### config.mk
export PLATFORM = sky130hd
export DESIGN_NAME = epoch_redirect_ctrl
export DESIGN_NICKNAME = d
export VERILOG_FILES = /design/src/rtl/erc_pkg.sv /design/src/rtl/erc_decode_unit.sv /design/src/rtl/erc_redirect_hold.sv /design/src/rtl/erc_fetch_unit.sv /design/src/rtl/epoch_redirect_ctrl.sv
export SDC_FILE = /design/constraint.sdc
export NUM_CORES = 1
export LEC_CHECK = 0
export BUFFER_PORTS_ARGS = -buffer_cell sky130_fd_sc_hd__buf_4
export CELL_PAD_IN_SITES_DETAIL_PLACEMENT = 0
export CELL_PAD_IN_SITES_GLOBAL_PLACEMENT = 1
export CORE_AREA = 5 5 141 143
export DETAILED_ROUTE_END_ITERATION = 7
export DIE_AREA = 0 0 146 148
export PLACE_DENSITY_LB_ADDON = 0.1
export SLEW_MARGIN = 5
export SYNTH_ARGS = -nofsm -noshare
export SYNTH_HDL_FRONTEND = slang
export SYNTH_SLANG_ARGS = --single-unit
### constraint.sdc
create_clock -name clk_i -period 3.8 [get_ports clk_i]
set_input_delay 0.38 -clock clk_i [delete_from_list [all_inputs] [get_ports clk_i]]
set_output_delay 0.38 -clock clk_i [all_outputs]
set_load 0.01 [all_outputs]
### src/rtl/erc_pkg.sv
package erc_pkg;
  typedef enum logic [1:0] {
    DK_IDLE   = 2'd0,
    DK_OK     = 2'd1,
    DK_RESYNC = 2'd2,
    DK_DROP   = 2'd3
  } dec_kind_e;
endpackage

### src/rtl/erc_decode_unit.sv
module erc_decode_unit
  import erc_pkg::*;
#(
  parameter int ADDR_W = 32
) (
  input  logic              clk_i,
  input  logic              rst_ni,
  input  logic              valid_i,
  input  logic [ADDR_W-1:0] pc_i,
  input  logic [ADDR_W-1:0] ppc_i,
  input  logic [ADDR_W-1:0] pred_pc_i,
  input  logic              eep_i,
  input  logic              dep_i,
  output dec_kind_e         kind_o,
  output logic              drop_o,
  output logic              redir_o,
  output logic [ADDR_W-1:0] redir_pc_o,
  output logic [ADDR_W-1:0] redir_tgt_o,
  output logic              redir_eep_o,
  output logic              redir_dep_o
);
  logic de_q, d_q;
  logic de_d, d_d;
  logic eff_dep;
  logic accept;

  always_comb begin
    kind_o  = DK_IDLE;
    eff_dep = d_q;
    if (valid_i) begin
      if (eep_i != de_q) begin
        kind_o  = DK_RESYNC;
        eff_dep = dep_i;
      end else if (dep_i == d_q) begin
        kind_o = DK_OK;
      end else begin
        kind_o = DK_DROP;
      end
    end
  end

  assign accept      = (kind_o == DK_OK) || (kind_o == DK_RESYNC);
  assign drop_o      = (kind_o == DK_DROP);
  assign redir_o     = accept && (pred_pc_i != ppc_i);
  assign redir_pc_o  = pc_i;
  assign redir_tgt_o = pred_pc_i;
  assign redir_eep_o = eep_i;
  assign redir_dep_o = ~eff_dep;

  always_comb begin
    de_d = de_q;
    d_d  = d_q;
    if (accept) begin
      de_d = eep_i;
      d_d  = redir_o ? ~eff_dep : eff_dep;
    end
  end

  always_ff @(posedge clk_i or negedge rst_ni) begin
    if (!rst_ni) begin
      de_q <= 1'b0;
      d_q  <= 1'b0;
    end else begin
      de_q <= de_d;
      d_q  <= d_d;
    end
  end

  assert_drop_no_redir_R9: assert property (@(posedge clk_i) disable iff (!rst_ni)
    drop_o |-> !redir_o);
  assert_drop_keeps_epochs_R9: assert property (@(posedge clk_i) disable iff (!rst_ni)
    drop_o |=> ($stable(d_q) && $stable(de_q)));
  assert_resync_adopts_R8: assert property (@(posedge clk_i) disable iff (!rst_ni)
    (kind_o == DK_RESYNC) |=> (de_q == $past(eep_i)));
  assert_redir_toggles_R10: assert property (@(posedge clk_i) disable iff (!rst_ni)
    redir_o |=> (d_q == $past(redir_dep_o)));
endmodule

### src/rtl/erc_redirect_hold.sv
module erc_redirect_hold #(
  parameter int ADDR_W = 32
) (
  input  logic              clk_i,
  input  logic              rst_ni,
  input  logic              load_i,
  input  logic [ADDR_W-1:0] tgt_i,
  input  logic              eep_i,
  input  logic              dep_i,
  input  logic              consume_i,
  output logic              valid_o,
  output logic [ADDR_W-1:0] tgt_o,
  output logic              eep_o,
  output logic              dep_o
);
  logic              valid_q;
  logic [ADDR_W-1:0] tgt_q;
  logic              eep_q, dep_q;

  // a newer decode message supersedes a pending one
  always_ff @(posedge clk_i or negedge rst_ni) begin
    if (!rst_ni) begin
      valid_q <= 1'b0;
      tgt_q   <= '0;
      eep_q   <= 1'b0;
      dep_q   <= 1'b0;
    end else if (load_i) begin
      valid_q <= 1'b1;
      tgt_q   <= tgt_i;
      eep_q   <= eep_i;
      dep_q   <= dep_i;
    end else if (consume_i) begin
      valid_q <= 1'b0;
    end
  end

  assign valid_o = valid_q;
  assign tgt_o   = tgt_q;
  assign eep_o   = eep_q;
  assign dep_o   = dep_q;

  assert_hold_kept_R6: assert property (@(posedge clk_i) disable iff (!rst_ni)
    (valid_q && !consume_i && !load_i) |=> (valid_q && $stable(tgt_q)));
endmodule

### src/rtl/erc_fetch_unit.sv
module erc_fetch_unit #(
  parameter int                ADDR_W   = 32,
  parameter logic [ADDR_W-1:0] RESET_PC = '0
) (
  input  logic              clk_i,
  input  logic              rst_ni,
  input  logic              ex_redir_i,
  input  logic [ADDR_W-1:0] ex_tgt_i,
  input  logic              hold_v_i,
  input  logic [ADDR_W-1:0] hold_tgt_i,
  input  logic              hold_eep_i,
  input  logic              hold_dep_i,
  input  logic [ADDR_W-1:0] btb_pc_i,
  output logic [ADDR_W-1:0] pc_o,
  output logic              fe_o,
  output logic              fd_o,
  output logic              fire_o,
  output logic              consume_o
);
  logic [ADDR_W-1:0] pc_q, pc_d;
  logic              fe_q, fe_d, fd_q, fd_d;

  assign consume_o = hold_v_i && !ex_redir_i;
  assign fire_o    = !ex_redir_i && !hold_v_i;

  always_comb begin
    pc_d = pc_q;
    fe_d = fe_q;
    fd_d = fd_q;
    if (ex_redir_i) begin
      pc_d = ex_tgt_i;
      fe_d = ~fe_q;
    end else if (hold_v_i) begin
      if (hold_eep_i == fe_q) begin
        pc_d = hold_tgt_i;
        fd_d = hold_dep_i;
      end
    end else begin
      pc_d = btb_pc_i;
    end
  end

  always_ff @(posedge clk_i or negedge rst_ni) begin
    if (!rst_ni) begin
      pc_q <= RESET_PC;
      fe_q <= 1'b0;
      fd_q <= 1'b0;
    end else begin
      pc_q <= pc_d;
      fe_q <= fe_d;
      fd_q <= fd_d;
    end
  end

  assign pc_o = pc_q;
  assign fe_o = fe_q;
  assign fd_o = fd_q;

  assert_ex_redirect_R3: assert property (@(posedge clk_i) disable iff (!rst_ni)
    ex_redir_i |=> ((fe_q != $past(fe_q)) && (pc_q == $past(ex_tgt_i))));
  assert_ex_wins_R6: assert property (@(posedge clk_i) disable iff (!rst_ni)
    ex_redir_i |-> (!fire_o && !consume_o));
  assert_stale_discard_R7: assert property (@(posedge clk_i) disable iff (!rst_ni)
    (hold_v_i && !ex_redir_i && (hold_eep_i != fe_q)) |=> ($stable(pc_q) && $stable(fd_q)));
  assert_advance_R2: assert property (@(posedge clk_i) disable iff (!rst_ni)
    fire_o |=> ((pc_q == $past(btb_pc_i)) && $stable(fe_q) && $stable(fd_q)));
endmodule

### src/rtl/epoch_redirect_ctrl.sv
module epoch_redirect_ctrl
  import erc_pkg::*;
#(
  parameter int                ADDR_W   = 32,
  parameter logic [ADDR_W-1:0] RESET_PC = 32'h0000_1000
) (
  input  logic              clk_i,
  input  logic              rst_ni,
  input  logic [ADDR_W-1:0] btb_pc_i,
  output logic [ADDR_W-1:0] fetch_pc_o,
  output logic              fetch_fire_o,
  output logic              tag_eep_o,
  output logic              tag_dep_o,
  input  logic              ex_valid_i,
  input  logic              ex_mispred_i,
  input  logic              ex_taken_i,
  input  logic [ADDR_W-1:0] ex_pc_i,
  input  logic [ADDR_W-1:0] ex_target_i,
  output logic              train_valid_o,
  output logic              train_taken_o,
  output logic [ADDR_W-1:0] train_pc_o,
  output logic [ADDR_W-1:0] train_target_o,
  input  logic              dec_valid_i,
  input  logic [ADDR_W-1:0] dec_pc_i,
  input  logic [ADDR_W-1:0] dec_ppc_i,
  input  logic [ADDR_W-1:0] dec_pred_pc_i,
  input  logic              dec_eep_i,
  input  logic              dec_dep_i,
  output logic [1:0]        dec_kind_o,
  output logic              dec_drop_o,
  output logic              dec_redir_valid_o,
  output logic [ADDR_W-1:0] dec_redir_pc_o,
  output logic [ADDR_W-1:0] dec_redir_target_o,
  output logic              dec_redir_eep_o,
  output logic              dec_redir_dep_o
);
  logic              ex_redir;
  logic              hold_v, hold_eep, hold_dep, consume;
  logic [ADDR_W-1:0] hold_tgt;
  dec_kind_e         kind;

  assign ex_redir = ex_valid_i && ex_mispred_i;

  // training path: every execute message, mispredicted or not
  assign train_valid_o  = ex_valid_i;
  assign train_taken_o  = ex_taken_i;
  assign train_pc_o     = ex_pc_i;
  assign train_target_o = ex_target_i;

  erc_decode_unit #(.ADDR_W(ADDR_W)) u_dec (
    .clk_i       (clk_i),
    .rst_ni      (rst_ni),
    .valid_i     (dec_valid_i),
    .pc_i        (dec_pc_i),
    .ppc_i       (dec_ppc_i),
    .pred_pc_i   (dec_pred_pc_i),
    .eep_i       (dec_eep_i),
    .dep_i       (dec_dep_i),
    .kind_o      (kind),
    .drop_o      (dec_drop_o),
    .redir_o     (dec_redir_valid_o),
    .redir_pc_o  (dec_redir_pc_o),
    .redir_tgt_o (dec_redir_target_o),
    .redir_eep_o (dec_redir_eep_o),
    .redir_dep_o (dec_redir_dep_o)
  );

  assign dec_kind_o = kind;

  erc_redirect_hold #(.ADDR_W(ADDR_W)) u_hold (
    .clk_i     (clk_i),
    .rst_ni    (rst_ni),
    .load_i    (dec_redir_valid_o),
    .tgt_i     (dec_redir_target_o),
    .eep_i     (dec_redir_eep_o),
    .dep_i     (dec_redir_dep_o),
    .consume_i (consume),
    .valid_o   (hold_v),
    .tgt_o     (hold_tgt),
    .eep_o     (hold_eep),
    .dep_o     (hold_dep)
  );

  erc_fetch_unit #(.ADDR_W(ADDR_W), .RESET_PC(RESET_PC)) u_fetch (
    .clk_i      (clk_i),
    .rst_ni     (rst_ni),
    .ex_redir_i (ex_redir),
    .ex_tgt_i   (ex_target_i),
    .hold_v_i   (hold_v),
    .hold_tgt_i (hold_tgt),
    .hold_eep_i (hold_eep),
    .hold_dep_i (hold_dep),
    .btb_pc_i   (btb_pc_i),
    .pc_o       (fetch_pc_o),
    .fe_o       (tag_eep_o),
    .fd_o       (tag_dep_o),
    .fire_o     (fetch_fire_o),
    .consume_o  (consume)
  );

  assert_train_every_msg_R4: assert property (@(posedge clk_i) disable iff (!rst_ni)
    ex_valid_i |-> (train_valid_o && (train_target_o == ex_target_i)));
  assert_drop_exclusive_R9: assert property (@(posedge clk_i) disable iff (!rst_ni)
    $onehot0({dec_drop_o, dec_redir_valid_o}));
endmodule

* Word-level counts from Yosys, hierarchy flattened
Index checks and enable logic that the tools add are counted.
** Word-level totals
- Memory bits (writable) :: 0
- Memories :: 0
- Bits in registers :: 71
- Latch bits :: 0
- Bits in read-only memories :: 0
- Word-level logic and storage cells :: 40
- Output and inout bits :: 171
** Cells by class
- Reduce and logical (&&, ||, !) cells :: 9
- Eq/ne operators :: 8
- Divide/modulo/power cells :: 0
- Muxes and demuxes :: 11
- Shifts and indexed selects :: 0
- Add/subtract/negate cells :: 0
- Magnitude comparators :: 0
- Multipliers :: 0
- Bitwise gates (word level) :: 3
** Operators with widths (count)
- $mux 32 :: 3
- $ne 32x32->1 :: 1
- $mux 2 :: 3
- $mux 1 :: 5
- $eq 2x2->1 const B :: 2
- $logic_and 1x1->1 :: 4
- $ne 3x1->1 const B :: 1
- $not 1->1 :: 3
- $reduce_and 3->1 :: 1
- $eq 1x1->1 :: 2
- $eq 2x1->1 const B :: 1
- $logic_not 1->1 :: 2
- $reduce_bool 2->1 :: 1
- $logic_or 1x1->1 :: 1
- $ne 1x1->1 :: 1

* Longest topological paths before layout
- Word-level depth :: 8
- Depth in mapped cells :: 7
- Gate-level depth less buffers :: 6

* Cells and area by module
Synthesis repeated with hierarchy kept, for this count alone.
** Unflattened totals
- Cell total of the unflattened synthesis :: 392
- Area total of the unflattened synthesis :: 4618.2 um^2
** By module, submodules not included
- erc_fetch_unit :: area an instance 1652.8 um^2, times used 1, cells each 123
- erc_redirect_hold :: area an instance 1450.1 um^2, times used 1, cells each 75
- erc_decode_unit :: area an instance 1013.5 um^2, times used 1, cells each 127
- epoch_redirect_ctrl :: area an instance 501.7 um^2, times used 1, cells each 67

* Worst setup path after synthesis
Ideal clock, no wire load.
- Path type :: input to register
- Start :: input port dec_eep_i
- End :: register u_hold.tgt_q[10], in the netlist u_hold.tgt_o[10]
- Setup time :: 0.125 ns
- Stages on the path :: 7
- Setup slack :: 1.840 ns
- Arrival time :: 1.835 ns
- Path buffers :: 1
- Path through :: xor2_1 > nor2_1 > nor2_1 > ha_1 > o21ai_4 > buf_8 > mux2_2
** On the way
- Longest elaborated chain between the ends :: 6
- Elaborated cells on any way between the ends :: 7
** RTL lines
- start, declared :: RTL line epoch_redirect_ctrl.sv:27 : input logic dec_eep_i,
- $ne 1x1->1 * :: RTL line erc_decode_unit.sv:31 : if (eep_i != de_q) begin
- $mux 2 * :: RTL line erc_decode_unit.sv:31
- $mux 2 * :: RTL line erc_decode_unit.sv:30 : if (valid_i) begin
- named net dec_kind_o[1] :: RTL line epoch_redirect_ctrl.sv:29 : output logic [1:0] dec_kind_o,
- $eq 2x1->1 or $eq 2x2->1 (tied branches) :: RTL line erc_decode_unit.sv:42 : assign accept = (kind_o == DK_OK) || (kind_o == DK_RESYNC);
- $logic_or 1x1->1 * :: RTL line erc_decode_unit.sv:42
- named net u_dec.accept :: RTL line erc_decode_unit.sv:25 : logic accept;
- $logic_and 1x1->1 * :: RTL line erc_decode_unit.sv:44 : assign redir_o = accept && (pred_pc_i != ppc_i);
- end signal, assigned :: RTL line erc_redirect_hold.sv:29 : tgt_q <= tgt_i;
- end, declared :: RTL line erc_redirect_hold.sv:17 : logic [ADDR_W-1:0] tgt_q;
The timed path passes the listed nets; every way through them passes the cells marked *.
A chain may end at the register's enable or synchronous reset.

* Final worst setup path
- Start :: input port dec_pred_pc_i[24]
- End :: output port dec_redir_valid_o
** On the way
- Longest elaborated chain between the ends :: 2
** RTL lines
- start, declared :: RTL line epoch_redirect_ctrl.sv:26 : input logic [ADDR_W-1:0] dec_pred_pc_i,
- $ne 32x32->1 :: RTL line erc_decode_unit.sv:44
- $logic_and 1x1->1 :: RTL line erc_decode_unit.sv:44
- end, declared :: RTL line epoch_redirect_ctrl.sv:31 : output logic dec_redir_valid_o,
Every way passes these cells.

==> results.py <==
metrics = {
    "status": {
        "status": "finished clean",
    },
    "yosys": {
        "syn_avg_cell_area_sq_um": 9.622,
        "synth_nets": 685,
        "synth_mux_area_share_pct": 15.56,
        "ys_warn_count": 0,
        "synth_adder_area_share_pct": 0.2687,
        "synth-compound-area-share_pct": 7.711,
        "synth_top_family_by_area": "buffers and inverters",
        "seq_area_frac_synth_pct": 38.18,
        "yosys.area_share.simple_pct": 7.818,
        "synth_xor_area_share_pct": 6.771,
        "synth.cell_area_sq_um": 4657,
        "syn_inst": 484,
        "ys_ff_latch": 71,
        "synthDistinctLibCells": 26,
    },
    "place": {
        "dp.final_hpwl_mm": 11.76,
        "dpl_cell_area_sq_um": 5712,
        "portBuffers": 240,
        "gp_congestion": 0.7437,
    },
    "cts": {
        "cts_buffers": 9,
        "clock-root-buffer": "clkbuf_16",
        "cts_setup_buffers": 0,
        "clockBufferDepth": 2,
        "clock-sinks": 71,
        "cts_hold_buf": 0,
        "post_cts_resized": 0,
        "insertion_delay_ns": 0.33,
        "h-tree-depth": 3,
        "cts.clk_slew.worst_paths_ns": 0.05,
        "cts_tree": "done",
    },
    "sta": {
        "final_hold_viol_count": 0,
        "fin_crit_ns": 2.789,
        "clock_skew_ns": 0.005515,
        "max_freq_mhz": 358.5,
        "final_max_slew_viol_count": 0,
        "worst-slew-pin-transition_ns": 1.019,
        "finalSetupTns_ns": 0,
        "slew_headroom_pct": 32.08,
        "period_share_pct": 73.41,
        "setup_violations": 0,
        "hold_ws_ns": 0.1633,
        "rsz0062_at_grt": "no",
    },
    "routing": {
        "routed_wl_mm": 15.27,
        "viasPerCell": 4.285,
        "antenna_left": 0,
        "drc": 0,
        "wire_per_inst_microns": 18.46,
        "drt-initial-drc-count": 71,
        "num_vias": 3544,
        "drt-pass1-iter-count": 4,
    },
    "setup_path": {
        "startpoint_type": "primary input",
        "critical_path_class": "in2out",
        "path_max_fanout": 12,
        "cp.required_ns": 3.42,
        "worstPathArrival_ns": 2.41,
        "endpoint_kind": "output pin",
    },
    "power": {
        "total_power_mw": 4.156,
        "powerDensity_nw_per_um2": 694.2,
        "power_leakage_nw": 2.922,
        "ir_worst_vdd_v": 0.0002240,
    },
    "floorplan": {
        "ios": 371,
        "die_x_microns": 146,
        "dieArea_sq_um": 21610,
        "fp-row-count": 50,
        "die_h_microns": 148,
        "fp.coreArea_sq_um": 18460,
        "initial_core_util_pct": 25.23,
    },
    "final_layout": {
        "fillers": 1960,
        "area_growth_pct": 28.56,
        "final_cell_area_sq_um": 5987,
        "diodes": 0,
        "layout_common_cells": "buf_4 (246), dfrtp_1 (69), nand2_1 (67), o21ai_0 (64), xor2_1 (34)",
        "nets": 791,
        "drive_gt1_share_pct": 50.08,
        "final_common_cell": "buf_4",
    },
    "global_routing": {
        "antenna_found_initial": 0,
        "grt_pass1_vias": 3789,
        "overflow": 0,
        "grt_max_degree": 72,
        "track_usage_pct": 13.68,
        "grt_pass1_wl_mm": 22.88,
    },
    "worst_hold_path": {
        "min_path_type": "in2async",
    },
    "run": {
        "cap_violations": 0,
    },
}
power breakdown:
group	switching, mW	total, mW	internal (mW)
Sequential	0.229	1.40	1.17
Clock	0.318	0.806	0.488
Combinational	0.965	1.96	0.990
Total	1.51	4.16	2.64
critical path: stages:
cell and delay (ns):
buf_4 0.13, xor2_1 0.14, nor4_1 0.50, buf_4 0.21, nand4_1 0.23, o21ai_4 0.33
buf_4 0.28, inv_1 0.06, buf_4 0.14
per-stage QoR:
step	util (%)	std cells	setup slack (ns)
2_1_floorplan	-	484	1.840
4_1_cts	32.44	827	0.8576
6_report	32.44	827	1.011
3_3_place_gp	30.95	813	0.7794
3_5_place_dp	30.95	813	0.8457
5_1_grt	32.44	827	0.7850
state kept, by name (all words and copies together) (netlist names):
name            count
u_dec.d_q           1
u_dec.de_q          1
u_fetch.fd_o        1
u_fetch.fe_o        1
u_fetch.pc_o       32
u_hold.dep_o        1
u_hold.eep_o        1
u_hold.tgt_o       32
u_hold.valid_o      1
kinds of logic after synthesis:
| kind of cell | Yosys count |
|---|---|
| compound gates | 68 |
| mux | 68 |
| xor+xnor | 36 |
| flops | 71 |
| buf+inv | 153 |
| simple gates | 87 |
| fa+ha+maj | 1 |
final timing paths:
| kind | cells past startpoint | startpoint | endpoint | slack, ns |
|---|---|---|---|---|
| worst max-delay path | 9 | dec_pred_pc_i[24] | dec_redir_valid_o | 1.01 |
| max in group asynchronous | 1 | rst_ni | u_hold.valid_o$_DFFE_PN0P_ | 2.86 |
| worst min register to register | 2 | u_fetch.pc_o[7]$_DFFE_PN0P_ | u_fetch.pc_o[7]$_DFFE_PN0P_ | 0.48 |
| min in group clk_i | 2 | dec_pred_pc_i[29] | u_hold.tgt_o[29]$_DFFE_PN0P_ | 0.29 |
| worst min-delay path | 1 | rst_ni | u_fetch.pc_o[4]$_DFFE_PN0P_ | 0.16 |
| worst max register to register | 7 | u_dec.de_q$_DFFE_PN0P_ | u_hold.tgt_o[28]$_DFFE_PN0P_ | 1.61 |
cell type report:
type	count	area (sq um)	share of cell area [%]
Tap cell	234	292.8	4.890
Sequential cell	71	1779	29.72
Clock buffer	13	270.3	4.514
Timing Repair Buffer	246	1847	30.85
Inverter	2	7.507	0.1254
Clock inverter	1	5.005	0.08359
Multi-Input combinational cell	260	1785	29.82
cells in the mapped netlist:
cell type / number / area (sq um)
o21ai_0: 64 / 320.3
o211ai_1: 1 / 7.510
nand2_1: 68 / 255.2
a21bo_2: 1 / 10.01
nand3_1: 3 / 15.01
or4b_1: 1 / 10.01
buf_2: 3 / 15.01
inv_1: 2 / 7.510
ha_1: 1 / 12.51
clkbuf_1: 11 / 41.29
dfstp_2: 1 / 26.28
buf_4: 131 / 983.4
dfrtp_1: 70 / 1752
a21oi_1: 1 / 5.000
mux2_2: 32 / 360.4
nor4_1: 8 / 50.05
nand2b_1: 1 / 6.260
mux2i_1: 33 / 330.3
buf_8: 3 / 45.04
mux2_1: 3 / 33.78
o21ai_4: 1 / 16.27
xor2_1: 34 / 297.8
buf_1: 3 / 11.26
nor2_1: 4 / 15.01
nand4_1: 2 / 12.51
xnor2_1: 2 / 17.52
metal layers:
layer / GRT usage [%] / vias to the layer above / routed length, microns
met2: 22.98 / 157 / 7365
met4: 5.315 / 0 / 325
met5: 0 / - / 0
met3: 4.629 / 34 / 1301
li1: - / 1692 / -
met1: 16.22 / 1661 / 6276
Power figures use the tool's default switching activity.
